==> config.mk <==
export PLATFORM = sky130hd
export DESIGN_NAME = boot_supervisor
export DESIGN_NICKNAME = d
export VERILOG_FILES = /design/src/rtl/bootsup_pkg.sv /design/src/rtl/bootsup_tick.sv /design/src/rtl/bootsup_countdown.sv /design/src/rtl/bootsup_satcnt.sv /design/src/rtl/bootsup_fsm.sv /design/src/rtl/boot_supervisor.sv
export SDC_FILE = /design/constraint.sdc
export NUM_CORES = 1
export LEC_CHECK = 0
export BUFFER_PORTS_ARGS = -buffer_cell sky130_fd_sc_hd__buf_2
export CELL_PAD_IN_SITES_DETAIL_PLACEMENT = 1
export CELL_PAD_IN_SITES_GLOBAL_PLACEMENT = 1
export CORE_ASPECT_RATIO = 1.25
export CORE_UTILIZATION = 30
export DETAILED_ROUTE_END_ITERATION = 10
export PLACE_DENSITY_LB_ADDON = 0.08
export REMOVE_ABC_BUFFERS = 1
export SKIP_CTS_REPAIR_TIMING = 1
export SYNTH_ARGS = -nofsm -noshare
export SYNTH_HDL_FRONTEND = slang
export SYNTH_SLANG_ARGS = --single-unit
==> constraint.sdc <==
create_clock -name clk -period 1.7 [get_ports clk]
set_input_delay 0.34 -clock clk [delete_from_list [all_inputs] [get_ports clk]]
set_output_delay 0.34 -clock clk [all_outputs]
set_load 0.05 [all_outputs]
==> src/rtl/bootsup_pkg.sv <==
package bootsup_pkg;
    typedef enum logic [1:0] {
        ST_WATCH = 2'd0,
        ST_PULSE = 2'd1,
        ST_DONE  = 2'd2
    } sup_state_e;
endpackage

==> src/rtl/bootsup_tick.sv <==
module bootsup_tick #(
    parameter int TICK_CLKS = 34_000_000
) (
    input  logic clk,
    input  logic rst_n,
    input  logic clr,
    output logic tick
);
    localparam int PW = $clog2(TICK_CLKS + 1);
    localparam logic [PW-1:0] LAST = PW'(TICK_CLKS - 1);

    logic [PW-1:0] pcnt_q;

    assign tick = !clr && (pcnt_q == LAST);

    always_ff @(posedge clk or negedge rst_n) begin
        if (!rst_n)
            pcnt_q <= '0;
        else if (clr || tick)
            pcnt_q <= '0;
        else
            pcnt_q <= pcnt_q + 1'b1;
    end
endmodule

==> src/rtl/bootsup_countdown.sv <==
module bootsup_countdown #(
    parameter int SW       = 5,
    parameter int INIT_VAL = 10
) (
    input  logic          clk,
    input  logic          rst_n,
    input  logic          load,
    input  logic [SW-1:0] load_val,
    input  logic          tick,
    output logic [SW-1:0] secs,
    output logic          expire
);
    logic [SW-1:0] secs_q;

    assign secs   = secs_q;
    assign expire = !load && tick && (secs_q == SW'(1));

    always_ff @(posedge clk or negedge rst_n) begin
        if (!rst_n)
            secs_q <= SW'(INIT_VAL);
        else if (load)
            secs_q <= load_val;
        else if (tick && secs_q != '0)
            secs_q <= secs_q - 1'b1;
    end
endmodule

==> src/rtl/bootsup_satcnt.sv <==
module bootsup_satcnt #(
    parameter int W = 8
) (
    input  logic         clk,
    input  logic         rst_n,
    input  logic         inc,
    output logic [W-1:0] cnt
);
    logic [W-1:0] cnt_q;

    assign cnt = cnt_q;

    always_ff @(posedge clk or negedge rst_n) begin
        if (!rst_n)
            cnt_q <= '0;
        else if (inc && cnt_q != '1)
            cnt_q <= cnt_q + 1'b1;
    end
endmodule

==> src/rtl/bootsup_fsm.sv <==
module bootsup_fsm
    import bootsup_pkg::*;
#(
    parameter int RST_PULSE_CLKS = 16
) (
    input  logic clk,
    input  logic rst_n,
    input  logic pwrok_i,
    input  logic kick_i,
    input  logic expire,
    output logic in_watch,
    output logic fail_evt,
    output logic sys_rst_n,
    output logic flash_sel,
    output logic boot_done
);
    localparam int RW = $clog2(RST_PULSE_CLKS + 1);
    localparam logic [RW-1:0] RLAST = RW'(RST_PULSE_CLKS - 1);

    sup_state_e    state_q, state_d;
    logic [RW-1:0] rcnt_q;
    logic          pwrok_q;
    logic          flash_q;
    logic          pwr_drop;
    logic          enter_pulse;

    assign pwr_drop = pwrok_q && !pwrok_i;

    always_comb begin
        state_d = state_q;
        unique case (state_q)
            ST_WATCH: begin
                if (pwr_drop)
                    state_d = ST_PULSE;
                else if (kick_i)
                    state_d = ST_DONE;
                else if (expire)
                    state_d = ST_PULSE;
            end
            ST_PULSE: begin
                if (rcnt_q == RLAST)
                    state_d = ST_WATCH;
            end
            ST_DONE: begin
                if (pwr_drop)
                    state_d = ST_PULSE;
            end
            default: state_d = ST_WATCH;
        endcase
    end

    always_ff @(posedge clk or negedge rst_n) begin
        if (!rst_n) begin
            state_q <= ST_WATCH;
            rcnt_q  <= '0;
            pwrok_q <= 1'b0;
            flash_q <= 1'b0;
        end else begin
            state_q <= state_d;
            pwrok_q <= pwrok_i;
            rcnt_q  <= (state_q == ST_PULSE) ? rcnt_q + 1'b1 : '0;
            if (enter_pulse)
                flash_q <= !flash_q;
        end
    end

    always_comb begin
        in_watch    = (state_q == ST_WATCH);
        sys_rst_n   = (state_q != ST_PULSE);
        boot_done   = (state_q == ST_DONE);
        fail_evt    = (state_q != ST_PULSE) && pwr_drop;
        enter_pulse = (state_q != ST_PULSE) && (state_d == ST_PULSE);
        flash_sel   = flash_q;
    end
endmodule

==> src/rtl/boot_supervisor.sv <==
module boot_supervisor #(
    parameter int TICK_CLKS      = 34_000_000,
    parameter int TO_W           = 4,
    parameter int TO_DEFAULT     = 9,
    parameter int RST_PULSE_CLKS = 16,
    parameter int CNT_W          = 8
) (
    input  logic             clk,
    input  logic             rst_n,
    input  logic             pwrok_i,
    input  logic             kick_i,
    input  logic             cfg_wr_i,
    input  logic [TO_W-1:0]  cfg_data_i,
    output logic [TO_W-1:0]  cfg_q_o,
    output logic             sys_rst_n_o,
    output logic             flash_sel_o,
    output logic [CNT_W-1:0] fail_cnt_o,
    output logic [TO_W:0]    secs_left_o,
    output logic             boot_done_o
);
    localparam int SW = TO_W + 1;

    logic [TO_W-1:0] cfg_q;
    logic            tick;
    logic            expire;
    logic            in_watch;
    logic            fail_evt;
    logic [SW-1:0]   reload_val;

    always_ff @(posedge clk or negedge rst_n) begin
        if (!rst_n)
            cfg_q <= TO_W'(TO_DEFAULT);
        else if (cfg_wr_i)
            cfg_q <= cfg_data_i;
    end

    assign reload_val = {1'b0, cfg_q} + SW'(1);
    assign cfg_q_o    = cfg_q;

    bootsup_tick #(.TICK_CLKS(TICK_CLKS)) u_tick (
        .clk   (clk),
        .rst_n (rst_n),
        .clr   (!in_watch),
        .tick  (tick)
    );

    bootsup_countdown #(.SW(SW), .INIT_VAL(TO_DEFAULT + 1)) u_cd (
        .clk      (clk),
        .rst_n    (rst_n),
        .load     (!in_watch),
        .load_val (reload_val),
        .tick     (tick),
        .secs     (secs_left_o),
        .expire   (expire)
    );

    bootsup_fsm #(.RST_PULSE_CLKS(RST_PULSE_CLKS)) u_fsm (
        .clk       (clk),
        .rst_n     (rst_n),
        .pwrok_i   (pwrok_i),
        .kick_i    (kick_i),
        .expire    (expire),
        .in_watch  (in_watch),
        .fail_evt  (fail_evt),
        .sys_rst_n (sys_rst_n_o),
        .flash_sel (flash_sel_o),
        .boot_done (boot_done_o)
    );

    bootsup_satcnt #(.W(CNT_W)) u_fail (
        .clk   (clk),
        .rst_n (rst_n),
        .inc   (fail_evt),
        .cnt   (fail_cnt_o)
    );
endmodule

==> impl_summary.log <==
INFO  metric run_status = finished, violations left
INFO  metric failed_checks = negative setup slack
INFO  metric synth_most_common_cell = dfrtp_1
INFO  metric route.vias.total = about 2,100
INFO  metric die_width = approximately 85 um
INFO  metric route.antenna.remaining_nets = 0
INFO  metric die_area = 8922 sq um
INFO  metric post_synth_mux_area_share = under 10%
INFO  metric worst_ir_drop_on_vdd = roughly 810 uV
INFO  metric initialDrtViolationCount = 31
INFO  metric synthSimpleGateAreaFrac = a little over a fifth
INFO  metric syn_to_final_growth = 42.75%
INFO  metric hold_viol_final = 0
INFO  metric rsz0062_at_grt = true
INFO  metric synthCells = between 200 and 250
INFO  metric fill_count = between 900 and 1,000
INFO  metric worst-endpoint-required = just under 2 ns
INFO  metric period_needed = about 1.8 ns
INFO  metric overflow = 0
INFO  metric netlist_top_cells_count = dfrtp_1 (48), nor2_1 (36), xnor2_1 (28), inv_1 (13)
INFO  metric numClockSinks = 52
INFO  metric grt_start_max_net_pins = 41
INFO  metric dp_hpwl = between 4000 and 5000 um
INFO  metric tritoncts.num_buffers = 5
INFO  metric power_density = 1192 nW/um^2
INFO  metric tritoncts = built
INFO  metric fin_skew = between 0.005 and 0.006 ns
INFO  metric worstSetupStartpointType = flip-flop
INFO  metric drv_slew = 0
INFO  metric cts_buffer_depth = 2
INFO  metric worst-slew-pin-transition = 0.4387 ns
INFO  metric proportion_of_layout_cells_with_a_drive_suffix_above_1 = a little over two fifths
INFO  metric source_to_sink_clock_delay_at_the_later_pin_of_the_worst_skew_pair = approximately 0.3 ns
INFO  metric grt_antenna_before_repair = 0
INFO  metric worstPathArrival = 2.02 ns
INFO  metric vias_per_cell = 4.787
INFO  metric worst_max_slew_margin_expressed_relative_to_the_limit = 70.64%
INFO  metric synth_area_per_cell = between 10 and 15 sq um
INFO  metric place.gp.congestion = just over 0.7
INFO  metric report.power.total = around 0.0044 W
INFO  metric synth_compound_area_share = about 3.3%
INFO  metric critPathCaptureType = flip-flop
INFO  metric yosys.cell_types.count = 37
INFO  metric core.rowCount = 37
INFO  metric hold_ws = between 0.15 and 0.2 ns
INFO  metric floorplan.initialDensity = 31.11%
INFO  metric final_nets = 360
INFO  metric yosys_register_bits = between 50 and 60
INFO  metric synth_top_family_by_area = simple AND/OR/NAND/NOR gates
INFO  metric drt-pass1-iter-count = 3
INFO  metric gr-usage-all-layers = between 10 and 15%
INFO  metric synth_top_cell_by_area = dfrtp_1
INFO  metric cts-htree-levels = 2
INFO  metric min_path_type = in -> reg
INFO  metric post-place-cells = about 420
INFO  metric achievable-frequency = around 560 MHz
INFO  metric grt_pass1_vias = around 2,300
INFO  metric post-route-drc-count = 0
INFO  metric kind_of_critical_path = reg -> reg
INFO  metric critical_path_peak_fanout = 4
INFO  metric leakage = between 1.5 and 2 nW
INFO  metric timing.final.ws_setup = -0.08235 ns
INFO  metric layout_worst_path_cycle_share = 104.8%
INFO  metric ys_top_cells_by_area = dfrtp_1 (47%), xnor2_1 (9.6%), nor2_1 (5.3%), dfstp_2 (4.1%), ha_1 (3.9%)
INFO  metric synth_area = roughly 2600 sq um
INFO  metric core_region_area = a little over 8000 sq um
INFO  metric report.final.setup_viol = 19
INFO  metric accumulated_negative_setup_slack = -0.4048 ns
INFO  metric synth.top_cell.area_share = between 40% and 50%
INFO  metric yosys.area_share.adder = between 3 and 4%
INFO  metric synth_enable_flop_cells = 0
INFO  metric synth-main-ff-cell = dfrtp_1
INFO  metric synth_xor_xnor_area_share = between 10% and 20%
INFO  metric final_core_utilization = between 40% and 50%
INFO  metric reg2regPathDepth = 7
INFO  metric io_pins = 29
INFO  metric synth-async-reset-ratio = 100.0%
INFO  metric totalWireLength = 6405 um
INFO  metric num_antenna_cells = 0
INFO  metric clock_tree.root_cell = clkbuf_8
INFO  metric cap_violations = 0
INFO  metric instances_no_fill = between 400 and 500
INFO  metric whs_path_depth = 1
INFO  metric first_pass_grt_wire_length = 10,380 um
INFO  metric clk_pin_slew_worst_paths = roughly 0.1 ns
INFO  metric synthesis.yosys.warnings = 0
INFO  metric synth_sequential_area_ratio = about 51%
INFO  metric fp.dieH = between 100 and 150 um
INFO  metric place.port_buffers = 28
INFO  metric wl_per_cell = between 10 and 15 um
cell usage in the layout (no fill, tap or decap), types with 3 or more instances in the layout:
cell / n
buf_4: 63
dfrtp_1: 47
nor2_1: 36
xnor2_1: 28
buf_2: 28
inv_1: 13
xor2_1: 11
nand2_1: 9
nand3_1: 8
nand4_1: 6
nor3_1: 6
mux2_2: 6
ha_1: 6
clkbuf_8: 6
nor4_4: 5
and3_1: 4
a21oi_1: 4
dfstp_2: 4
buf_6: 4
nor4_2: 3
nand3_2: 3
or3_1: 3
mux2i_1: 3
power breakdown:
group / switching [W] / internal (W) / leakage, nW
combinational: 0.00123 / 0.000742 / 0.934
sequential: 0.000160 / 0.00146 / 0.682
clock: 0.000434 / 0.000333 / 0.0445
total: 0.00183 / 0.00254 / 1.66
cells by family (layout without fill, tap and decap cells):
kind of cell	Yosys count	count (layout)
compound gates	11	11
xor+xnor	39	39
fa+ha+maj	8	8
buf+inv	19	120
flops	52	52
mux	9	9
simple gates	105	105
per-stage QoR:
stage | setup slack (ns) | area, sq um
after floorplan | -0.4555 | 2537
final | -0.08235 | 3660
after CTS | -0.2460 | 3368
after detailed placement | -0.2322 | 3274
after global routing | -0.1695 | 3660
after global placement | -0.1317 | 3274
cell type report:
cell class              count  area [sq um]  area share (%)
repair buffers             99         733.2           20.03
flip-flops and latches     52          1308           35.73
clock inverters             1         7.507          0.2051
clock buffers               7         86.33           2.359
multi-input cells         172          1355           37.03
inverters                  13         48.80           1.333
well taps                  97         121.4           3.316
layer usage:
metal,vias up,track usage [%],share of wire (%)
met2,28,27.87,55
met1,1043,16.41,41
li1,1031,-,-
met4,0,4.237,2.1
met3,9,2.897,2.4
met5,-,0,0
worst paths after layout:
path                                          endpoint                  startpoint  slack, ns
min reg2reg                  u_fsm.rcnt_q[0]$_DFF_PN0_   u_fsm.rcnt_q[0]$_DFF_PN0_       0.46
max reg2reg                   u_cd.secs[1]$_DFFE_PN1P_  u_tick.pcnt_q[0]$_DFF_PN0_      -0.08
min                            u_fsm.pwrok_q$_DFF_PN0_                     pwrok_i       0.15
max                           u_cd.secs[1]$_DFFE_PN1P_  u_tick.pcnt_q[0]$_DFF_PN0_      -0.08
max in group asynchronous     u_cd.secs[1]$_DFFE_PN1P_                       rst_n       0.64
min in group asynchronous  u_tick.pcnt_q[25]$_DFF_PN0_                       rst_n       0.47
flip-flops by register name, summed over array words and instances (netlist names):
name and flops:
u_tick.pcnt_q 26, u_fail.cnt 8, u_cd.secs 5, u_fsm.rcnt_q 5
cfg_q_o 4, u_fsm.state_q 2, u_fsm.flash_sel 1, u_fsm.pwrok_q 1
critical path: stages (launching register included):
cell and delay (ns):
dfrtp_1 0.39, ha_2 0.19, and3_4 0.22, nand3_2 0.11
buf_4 0.16, a211oi_2 0.27, mux2i_1 0.11, mux2_2 0.27
Note: power is estimated with default switching activity, not from simulation.
